## src/rtl/ovf_pkg.sv

```systemverilog
package ovf_pkg;
  // Default timing: 2.2 us strobe delay at a 200 MHz system clock.
  localparam int unsigned DEF_STROBE_DLY = 440;
  localparam int unsigned DEF_WIN_LEN    = 8;
  localparam int unsigned DEF_TRIP       = 4;

  function automatic int unsigned cnt_width(input int unsigned max_val);
    return (max_val < 2) ? 1 : $clog2(max_val + 1);
  endfunction
endpackage

```

## src/rtl/ovf_strobe_window.sv

```systemverilog
module ovf_strobe_window #(
  parameter int unsigned STROBE_DLY = 440,
  parameter int unsigned WIN_LEN    = 8
) (
  input  logic clk,
  input  logic rst,
  input  logic gate_on,
  input  logic ov_above,
  output logic win_open,
  output logic sample_hit
);
  localparam int unsigned LAST_OFS = STROBE_DLY + WIN_LEN - 1;
  localparam int unsigned EL_W     = ovf_pkg::cnt_width(LAST_OFS);

  logic            gate_d;
  logic            active;
  logic [EL_W-1:0] elapsed;

  always_ff @(posedge clk) begin
    if (rst) begin
      gate_d  <= 1'b0;
      active  <= 1'b0;
      elapsed <= '0;
    end else begin
      gate_d <= gate_on;
      if (gate_on) begin
        active <= 1'b0;
      end else if (gate_d) begin
        active  <= 1'b1;
        elapsed <= EL_W'(1);
      end else if (active) begin
        if (elapsed == EL_W'(LAST_OFS)) active <= 1'b0;
        else                            elapsed <= elapsed + 1'b1;
      end
    end
  end

  always_comb begin
    win_open   = active && (elapsed >= EL_W'(STROBE_DLY));
    sample_hit = win_open && !gate_on && ov_above;
  end
endmodule

```

## src/rtl/ovf_cycle_flag.sv

```systemverilog
module ovf_cycle_flag (
  input  logic clk,
  input  logic rst,
  input  logic sample_hit,
  input  logic osc_tick,
  output logic cyc_qual
);
  logic seen;

  always_ff @(posedge clk) begin
    if (rst || osc_tick) seen <= 1'b0;
    else if (sample_hit) seen <= 1'b1;
  end

  assign cyc_qual = seen || sample_hit;
endmodule

```

## src/rtl/ovf_run_count.sv

```systemverilog
module ovf_run_count #(
  parameter int unsigned TRIP  = 4,
  parameter int unsigned RUN_W = 3
) (
  input  logic             clk,
  input  logic             rst,
  input  logic             osc_tick,
  input  logic             cyc_qual,
  output logic [RUN_W-1:0] run_cnt,
  output logic             fault
);
  always_ff @(posedge clk) begin
    if (rst) begin
      run_cnt <= '0;
      fault   <= 1'b0;
    end else begin
      fault <= 1'b0;
      if (osc_tick) begin
        if (!cyc_qual) begin
          run_cnt <= '0;
        end else if (run_cnt == RUN_W'(TRIP - 1)) begin
          run_cnt <= '0;
          fault   <= 1'b1;
        end else begin
          run_cnt <= run_cnt + 1'b1;
        end
      end
    end
  end
endmodule

```

## src/rtl/ovp_strobe_filter.sv

```systemverilog
module ovp_strobe_filter #(
  parameter int unsigned STROBE_DLY = ovf_pkg::DEF_STROBE_DLY,
  parameter int unsigned WIN_LEN    = ovf_pkg::DEF_WIN_LEN,
  parameter int unsigned TRIP       = ovf_pkg::DEF_TRIP
) (
  input  logic clk,
  input  logic rst,
  input  logic gate_on,
  input  logic osc_tick,
  input  logic ov_above,
  output logic ovp_fault
);
  localparam int unsigned RUN_W = ovf_pkg::cnt_width(TRIP);

  logic             win_w;
  logic             hit_w;
  logic             qual_w;
  logic [RUN_W-1:0] run_w;

  ovf_strobe_window #(.STROBE_DLY(STROBE_DLY), .WIN_LEN(WIN_LEN)) win_i (
    .clk(clk), .rst(rst), .gate_on(gate_on), .ov_above(ov_above),
    .win_open(win_w), .sample_hit(hit_w)
  );

  ovf_cycle_flag flag_i (
    .clk(clk), .rst(rst), .sample_hit(hit_w), .osc_tick(osc_tick),
    .cyc_qual(qual_w)
  );

  ovf_run_count #(.TRIP(TRIP), .RUN_W(RUN_W)) cnt_i (
    .clk(clk), .rst(rst), .osc_tick(osc_tick), .cyc_qual(qual_w),
    .run_cnt(run_w), .fault(ovp_fault)
  );
endmodule

```

## config.mk

```make
export PLATFORM = sky130hd
export DESIGN_NAME = ovp_strobe_filter
export DESIGN_NICKNAME = d
export VERILOG_FILES = /design/src/rtl/ovf_pkg.sv /design/src/rtl/ovf_strobe_window.sv /design/src/rtl/ovf_cycle_flag.sv /design/src/rtl/ovf_run_count.sv /design/src/rtl/ovp_strobe_filter.sv
export SDC_FILE = /design/constraint.sdc
export NUM_CORES = 1
export LEC_CHECK = 0
export BUFFER_PORTS_ARGS = -buffer_cell sky130_fd_sc_hd__clkbuf_2
export CAP_MARGIN = 25
export CORE_ASPECT_RATIO = 1.25
export CORE_UTILIZATION = 46
export CTS_CLUSTER_DIAMETER = 120
export CTS_CLUSTER_SIZE = 40
export DETAILED_ROUTE_END_ITERATION = 7
export PLACE_DENSITY = 0.71
export SETUP_SLACK_MARGIN = 0.3
export SKIP_CTS_REPAIR_TIMING = 1
export SLEW_MARGIN = 20
export SYNTH_ARGS = -nofsm -noshare
export SYNTH_HDL_FRONTEND = slang
export SYNTH_HIERARCHICAL = 1
export SYNTH_SLANG_ARGS = --single-unit
```

## constraint.sdc

```tcl
create_clock -name clk -period 1.58 [get_ports clk]
set_input_delay 0.158 -clock clk [delete_from_list [all_inputs] [get_ports clk]]
set_output_delay 0.158 -clock clk [all_outputs]
set_load 0.01 [all_outputs]
```

==> impl_metrics.toml, run 1 <==
[outcome]
outcome = "completed"

[yosys]
synthDominantCellAreaShare_pct = 39.4
synth-seq-cells = 16
most_instantiated_flip_flop_cell_in_the_synthesis_netlist = "dfxtp_1"
syn_avg_cell_area_um2 = 8.84
post-synth-top-area-cell = "dfxtp_1"
synth-edff-count = 0
syn-instance-count = 92
synthDistinctLibCells = 38
synth_seq_area_share_pct = 39.4
async_flop_share_pct = 0
syn_nets = 100
synth_area_um2 = 813
yosys-top-cells-area = "dfxtp_1 39%, ha_1 4.6%, nor2b_1 3.8%"
number_of_synthesis_warnings = 6

[timing]
tightest_pin_transition_ns = 0.437
max_freq_ghz = 0.680
final.setup_skew_ns = 0.00635
slew_violations = 0
slew_headroom_pct = 70.8
setup-tns-final_ns = 0
grt_setup_unrepaired = "true"
finalCriticalPeriod_ns = 1.47
setup_violations = 0
fin_crit_sh_pct = 93.1
worst_hold_slack_ns = 0.147
finalHoldViolations = 0

[cells_and_area]
num_antenna_cells = 0
layout_cell_share_with_drive_strength_beyond_1_pct = 34.9
mostFrequentLayoutCells = "10 x dfxtp_1, 8 x buf_4, 7 x nor2_1"
postLayoutCoreUtil_pct = 63.3
layout-area-overhead-vs-synth_pct = 24.6
layoutNonFillerInstCount = 124
nets = 116
layout_commonest_cell = "dfxtp_1"

[setup_path]
worstSetupPathType = "flip-flop to flip-flop"
slowest_delay_ns = 0.37
crit_path_start_kind = "flip-flop"
critical_path_arrival_ns = 1.63
crit_path_cell_trace = "ha_4 > nand4_1 > o31a_1 > buf_4 > nor3_2 > a211oi_2"
crit_buf_inv = 1
setup.reg_to_reg.worst_slack_ns = 0.11
worst_ep_required_time_ns = 1.74
critical-path-top-delay-family = "compound AO/OA/AOI/OAI gates"
crit_path_max_fanout = 5
worst_setup_path_end_kind = "flip-flop"
worst_path_max_delay_cell = "dfxtp_2"

[power_and_ir_drop]
power_density_nw_per_um2 = 659
max-vdd-ir-drop_uv = 359
pwr-share-seq_pct = 61.6
swShare_pct = 23.0
power.total_w = 0.000668
internal-power_w = 0.000514
p_clk_share_pct = 30.8
p_leak_nw = 0.385
share_comb_of_total_power_pct = 7.6
switchingPower_w = 0.000154

[clocking]
worst_skew_pair.late_latency_ns = 0.28
numClockSinks = 16
max-clock-path-buffers = 2
cts_made_buffers = 3
clkTransAtPathRegs_ns = 0.08
h-tree-depth = 1
clock-root-buffer = "clkbuf_4"
clock_tree_from_tritoncts = "done"

[global_routing]
pin_count_of_the_biggest_net_entering_global_routing = 14
grt_pass1_vias = 663
global_route.usage.total_pct = 18.5
grt_pass1_wl_mm = 2.65
grt.overflow.total = 0
grt_antenna_before_repair = 0

[floorplanning]
die-height_um = 49.0
die_w_um = 39.6
die_area_um2 = 1940
core_area_um2 = 1600
placementRows = 16
initial_core_utilization_pct = 50.8
design.portCount = 6

[routing]
first_pass_iters = 4
post_route_drc_violation_count = 0
wl_per_cell_um = 13.8
detail_route.iter0.violations = 15
routed_wl_mm = 1.71
route.antenna.remaining_nets = 0
drt-vias-per-instance = 5.82
vias = 722

[hold_path]
hold_path.class = "input port to flip-flop"

[placed_design]
hpwlAfterDp_mm = 1.18
numPortBuffers = 5
numPlacedInstances = 117
finalWeightedCongestion = 0.751

[run]
max_cap_violations = 0
==> stage by stage <==
step / setup slack [ns] / instance area [µm²]
finish: 0.108 / 1010
floorplan: 0.139 / 847
global route: 0.0405 / 1010
CTS: 0.0407 / 940
global placement: 0.100 / 917
detailed placement: 0.0655 / 917
==> state kept, by name (all words and copies together) (netlist names) <==
register and flops:
win_i/gate_d 1, cnt_i/run_cnt 3, cnt_i/fault 1, win_i/active 1, flag_i/seen 1, win_i/elapsed 9
==> logic make-up after synthesis <==
group	Yosys count	synth area share, %
AND/OR/NAND/NOR	47	33.1
multiplexers	1	1.38
AO/OA/AOI/OAI	18	18.3
adder cells (fa/ha/maj)	3	4.62
flip-flops	16	39.4
buffers and inverters	7	3.23
==> cell usage after synthesis, drive strengths merged, types with 3 or more instances <==
master  instances
nand3           4
nand4           3
ha              3
nor2            8
nor2b           6
nand2           7
inv             5
nand2b          4
and3            4
dfxtp          16
==> power groups by stage <==
| stage | sequential, W | combinational (W) | clock, W |
|---|---|---|---|
| finish | 0.000412 | 0.0000505 | 0.000206 |
| global route | 0.000412 | 0.0000545 | 0.000237 |
| CTS | 0.000415 | 0.0000393 | 0.000216 |
| detailed placement | 0.000424 | 0.0000392 | 0 |
| global placement | 0.000424 | 0.0000390 | 0 |
| floorplan | 0.000420 | 0.0000252 | 0 |
==> per-layer routing <==
| layer | routed length [µm] | part of all wire, % | global-route usage [%] |
|---|---|---|---|
| met5 | 0 | 0 | 0 |
| met4 | 0 | 0 | 3.45 |
| met3 | 41 | 2.4 | 4.11 |
| met2 | 864 | 50 | 30.6 |
| met1 | 806 | 47 | 23.9 |
==> path summary, 6_finish.rpt <==
kind	start	end	depth (start not counted)
hold / removal	osc_tick	flag_i/seen	2
setup reg to reg	win_i/elapsed[1]	win_i/elapsed[0]	6
hold reg to reg	cnt_i/run_cnt[0]	cnt_i/run_cnt[0]	1
setup / recovery	win_i/elapsed[1]	win_i/elapsed[0]	6
==> layout make-up <==
cell class              count  area, µm²
multi-input cells          69        532
well taps                  18       22.5
inverters                   5       18.8
fillers                   147        588
repair buffers             13       85.1
flip-flops and latches     16        333
clock buffers               3       22.5
Note: power is estimated with default switching activity, not from simulation.
==> run 2: changes to the inputs <==
- PLACE_DENSITY: 0.71 -> 0.69
- clock period: 1.58 -> 1.4 ns (I/O delays scaled with it)
==> run 2 against run 1 <==
Net effect:
- the run now ends with negative setup slack left
- register-to-register slack worse by 0.15 ns
- highest routed layer is now met4
- hold slack worse by 0.049 ns
- cell area is 10% higher
- worst setup slack worse by 0.15 ns
==> impl_metrics.toml, run 2 (synthesis gave the netlist of run 1 again) <==
[setup_path]
worst_ep_required_time_ns = 1.64
crit_path_start_kind = "flip-flop"
worst_setup_path_end_kind = "flip-flop"
worstSetupPathType = "flip-flop to flip-flop"
critical_path_arrival_ns = 1.68
timing.reg2reg.worst_path_depth = 5
crit_path_max_fanout = 4

[timing]
fin_crit_sh_pct = 103
finalCriticalPeriod_ns = 1.44
layout_setup_ws_ns = -0.0431
slew_violations = 0
setup-tns-final_ns = -0.171
max_freq_ghz = 0.693
finalHoldViolations = 0
worst_hold_slack_ns = 0.0987
tightest_pin_transition_ns = 0.411
slew_headroom_pct = 72.6
final.setup_skew_ns = 0.00433
setup_violations = 5
grt_setup_unrepaired = "true"

[global_routing]
grt.met3_usage_pct = 2.74
pin_count_of_the_biggest_net_entering_global_routing = 17
global_route.usage.total_pct = 22.3
grt_pass1_wl_mm = 3.11
met1_usage_pct = 30.4
grtUsageMet2_pct = 34.4
grt.overflow.total = 0
grt_antenna_before_repair = 0
globalRoute.busiestLayer = "met2"
grt_pass1_vias = 762

[cells_and_area]
fill_cells = 125
layout_cell_share_with_drive_strength_beyond_1_pct = 40.7
reg_top3 = "win_i/elapsed x9, cnt_i/run_cnt x3"
largest_register_ffs = 9
postLayoutCellArea_um2 = 1120
area_of_combinational_cells_with_multiple_inputs_um2 = 541
layout_commonest_cell = "buf_4"
mostFrequentLayoutCells = "18 x buf_4, 11 x dfxtp_1, 7 x nand2_1, 7 x nor2_1"
final-seq-area_um2 = 329
num_antenna_cells = 0
postLayoutCoreUtil_pct = 69.8
nets = 127
layout-area-overhead-vs-synth_pct = 37.5
registers.top_by_ff_count = "win_i/elapsed"

[floorplanning]
core_area_um2 = 1600
design.portCount = 6
die_w_um = 39.6
die_area_um2 = 1940
die-height_um = 49.0
initial_core_utilization_pct = 50.8
placementRows = 16

[placed_design]
finalWeightedCongestion = 0.789
hpwlAfterDp_mm = 1.38
numPortBuffers = 5
placed_cell_area_um2 = 1010

[routing]
wl_per_cell_um = 15.2
routed_wl_mm = 2.06
route.antenna.remaining_nets = 0
post_route_drc_violation_count = 0
vias = 793
detail_route.iter0.violations = 13
first_pass_iters = 4
drt-vias-per-instance = 5.83

[outcome]
violations = "negative setup slack"
outcome = "complete, but fails checks"

[clocking]
cts_made_buffers = 3
clock_tree_from_tritoncts = "done"
clkTransAtPathRegs_ns = 0.11
clock-root-buffer = "clkbuf_4"
h-tree-depth = 1
worst_skew_pair.late_latency_ns = 0.29
max-clock-path-buffers = 2
numClockSinks = 16

[power_and_ir_drop]
power_density_nw_per_um2 = 758
p_leak_nw = 0.456
max-vdd-ir-drop_uv = 640
power.total_w = 0.000848

[hold_path]
timing.hold.worst_path_depth = 2
hold_path.class = "input port to flip-flop"

[run]
max_cap_violations = 0
run 2: routing by layer:
metal	part of all wire [%]	wire length, µm
met5	0	0
met4	0.68	14
met3	2.3	47
met2	52	1080
met1	45	923
run 2: area by class of cell:
class / count / area share, %
Multi-Input combinational cell: 69 / 48.3
Sequential cell: 16 / 29.4
Timing Repair Buffer: 24 / 15.3
Clock buffer: 4 / 3.24
Tap cell: 18 / 2.01
Inverter: 5 / 1.68
run 2: worst max-delay path: stages (launching register included):
cell,delay [ns]
dfxtp_2,0.37
ha_4,0.14
nand4_1,0.11
o31a_1,0.33
a2111oi_2,0.32
a41o_1,0.13
run 2: power by group:
part,internal [W],total (W),switching [W]
Combinational,0.0000270,0.0000630,0.0000360
Clock,0.000158,0.000319,0.000161
Sequential,0.000458,0.000466,0.00000748
run 2: path summary, 6_finish.rpt:
| path | startpoint | end | slack, ns |
|---|---|---|---|
| min | osc_tick | flag_i/seen | 0.1 |
| min reg2reg | cnt_i/run_cnt[0] | cnt_i/run_cnt[0] | 0.48 |
| max reg2reg | win_i/elapsed[1] | win_i/elapsed[2] | -0.04 |
| max | win_i/elapsed[1] | win_i/elapsed[2] | -0.04 |
run 2: metrics by stage:
step	cells	worst slack, ns
floorplan	92	-0.0286
global placement	129	-0.0238
detailed placement	129	-0.0367
CTS	133	-0.0598
global route	136	-0.144
finish	136	-0.0431
==> run 3: changes to the inputs <==
- PLACE_DENSITY: 0.69 -> 0.71
- clock period: 1.4 -> 1.2 ns (I/O delays scaled with it)
==> run 3 against run 2 <==
Net effect:
- the flow still finishes with violations (negative setup slack)
- largest cell class unchanged
- sequential power up 17%
- first-iteration DRC count up 69%
- critical path type unchanged
- flip-flop and latch count unchanged
==> impl_metrics.toml, run 3 (synthesis gave the netlist of run 1 again) <==
[setup_path]
worst_path_max_delay_cell = "dfxtp_2"
critical_path_arrival_ns = 1.64
timing.reg2reg.worst_path_depth = 5
worst_ep_required_time_ns = 1.38
crit_path_max_fanout = 6
slowest_delay_ns = 0.37
setup.reg_to_reg.worst_slack_ns = -0.26
critical-path-top-delay-family = "compound AO/OA/AOI/OAI gates"
crit_path_cell_trace = "ha_4 > nand4_1 > o31a_1 > nor2b_4 > a32o_1"
crit_buf_inv = 0
worstSetupPathType = "flip-flop to flip-flop"
crit_path_start_kind = "flip-flop"
worst_setup_path_end_kind = "flip-flop"
worst_r2r_endpoint = "win_i/elapsed[1]"
rr_startpoint = "win_i/elapsed[1]"

[routing]
wl_per_cell_um = 14.3
post_route_drc_violation_count = 0
first_pass_iters = 4
detail_route.iter0.violations = 22
vias = 784
routed_wl_mm = 1.89
route.antenna.remaining_nets = 0
drt-vias-per-instance = 5.94

[timing]
slew_headroom_pct = 75.7
max_freq_ghz = 0.686
tightest_pin_transition_ns = 0.364
slew_violations = 0
grt_setup_unrepaired = "true"
setup_violations = 14
layout_setup_ws_ns = -0.258
setup-tns-final_ns = -2.56
finalCriticalPeriod_ns = 1.46
finalHoldViolations = 0
final.setup_skew_ns = 0.00231
fin_crit_sh_pct = 122

[floorplanning]
design.portCount = 6
die_area_um2 = 1940
placementRows = 16
core_area_um2 = 1600
initial_core_utilization_pct = 50.8
die-height_um = 49.0
die_w_um = 39.6

[clocking]
clkTransAtPathRegs_ns = 0.09
h-tree-depth = 1
worst_skew_pair.late_latency_ns = 0.28
max-clock-path-buffers = 2
clock-root-buffer = "clkbuf_4"
clock_tree_from_tritoncts = "done"
cts_made_buffers = 3
numClockSinks = 16

[run]
max_cap_violations = 0

[placed_design]
placed_cell_area_um2 = 1010
hpwlAfterDp_mm = 1.39
finalWeightedCongestion = 0.766
preCtsSetupSlack_ns = -0.283
numPortBuffers = 5

[cells_and_area]
layout-area-overhead-vs-synth_pct = 38.2
fill_cells = 136
postLayoutCellArea_um2 = 1120
num_antenna_cells = 0
nets = 123
mostFrequentLayoutCells = "15 x buf_4, 8 x dfxtp_1, 8 x nor2_1, 8 x dfxtp_2, 6 x nand2_1"
layout_commonest_cell = "buf_4"
largest_register_ffs = 9
layout_cell_share_with_drive_strength_beyond_1_pct = 44.7
registers.top_by_ff_count = "win_i/elapsed"
area_of_combinational_cells_with_multiple_inputs_um2 = 578
final-seq-area_um2 = 330
reg_top3 = "win_i/elapsed x9, cnt_i/run_cnt x3"

[outcome]
violations = "negative setup slack"
outcome = "complete, but fails checks"

[global_routing]
grt_antenna_before_repair = 0
grt.overflow.total = 0
grt_pass1_vias = 717
pin_count_of_the_biggest_net_entering_global_routing = 16
grt_pass1_wl_mm = 3.17
global_route.usage.total_pct = 22.7

[hold_path]
timing.hold.worst_path_depth = 2
hold_path.class = "input port to flip-flop"
min_to = "flag_i/seen"
hold_start = "osc_tick"

[power_and_ir_drop]
max-vdd-ir-drop_uv = 847
power_density_nw_per_um2 = 865
p_leak_nw = 0.452
[run 3: cell count changes in the layout (fill, tap and decap cells not counted), sizes merged]
| cell | before | now |
|---|---|---|
| buf | 19 | 15 |
[run 3: metrics by stage]
step	total power, W	util [%]	hold slack (ns)	std cells
after floorplan	0.000590	-	0.195	92
after global placement	0.000620	62.9	0.372	128
after detailed placement	0.000622	62.9	0.379	128
after CTS	0.000977	65.2	0.0656	132
after global routing	0.00102	70.2	0.106	132
final	0.000972	70.2	0.115	132
[run 3: how the worst max path moves through the flow]
stage,startpoint,end,cells after the start
after floorplan,win_i/elapsed[0],win_i/elapsed[2],5
after global placement,win_i/elapsed[1],win_i/elapsed[2],5
after detailed placement,win_i/elapsed[1],win_i/elapsed[2],5
after CTS,win_i/elapsed[1],win_i/elapsed[2],5
after global routing,win_i/elapsed[1],win_i/elapsed[2],5
final,win_i/elapsed[1],win_i/elapsed[1],5
[run 3: final cells by class]
type / count / share of cell area (%)
flip-flops and latches: 16 / 29.4
multi-input cells: 69 / 51.4
well taps: 18 / 2.00
inverters: 5 / 1.67
repair buffers: 20 / 12.2
clock buffers: 4 / 3.23
[run 3: power by group]
| part | total [W] | internal (W) | switching (W) |
|---|---|---|---|
| Sequential | 0.000544 | 0.000537 | 0.00000686 |
| Clock | 0.000354 | 0.000185 | 0.000169 |
| Combinational | 0.0000746 | 0.0000303 | 0.0000443 |
| Total | 0.000972 | 0.000752 | 0.000221 |
[run 3: routing by layer]
metal	routed length, µm	part of all wire [%]	GRT usage, %
met2	970	51	35.2
met4	14	0.74	8.62
met5	0	0	0
met3	30	1.6	4.11
met1	872	46	29.9
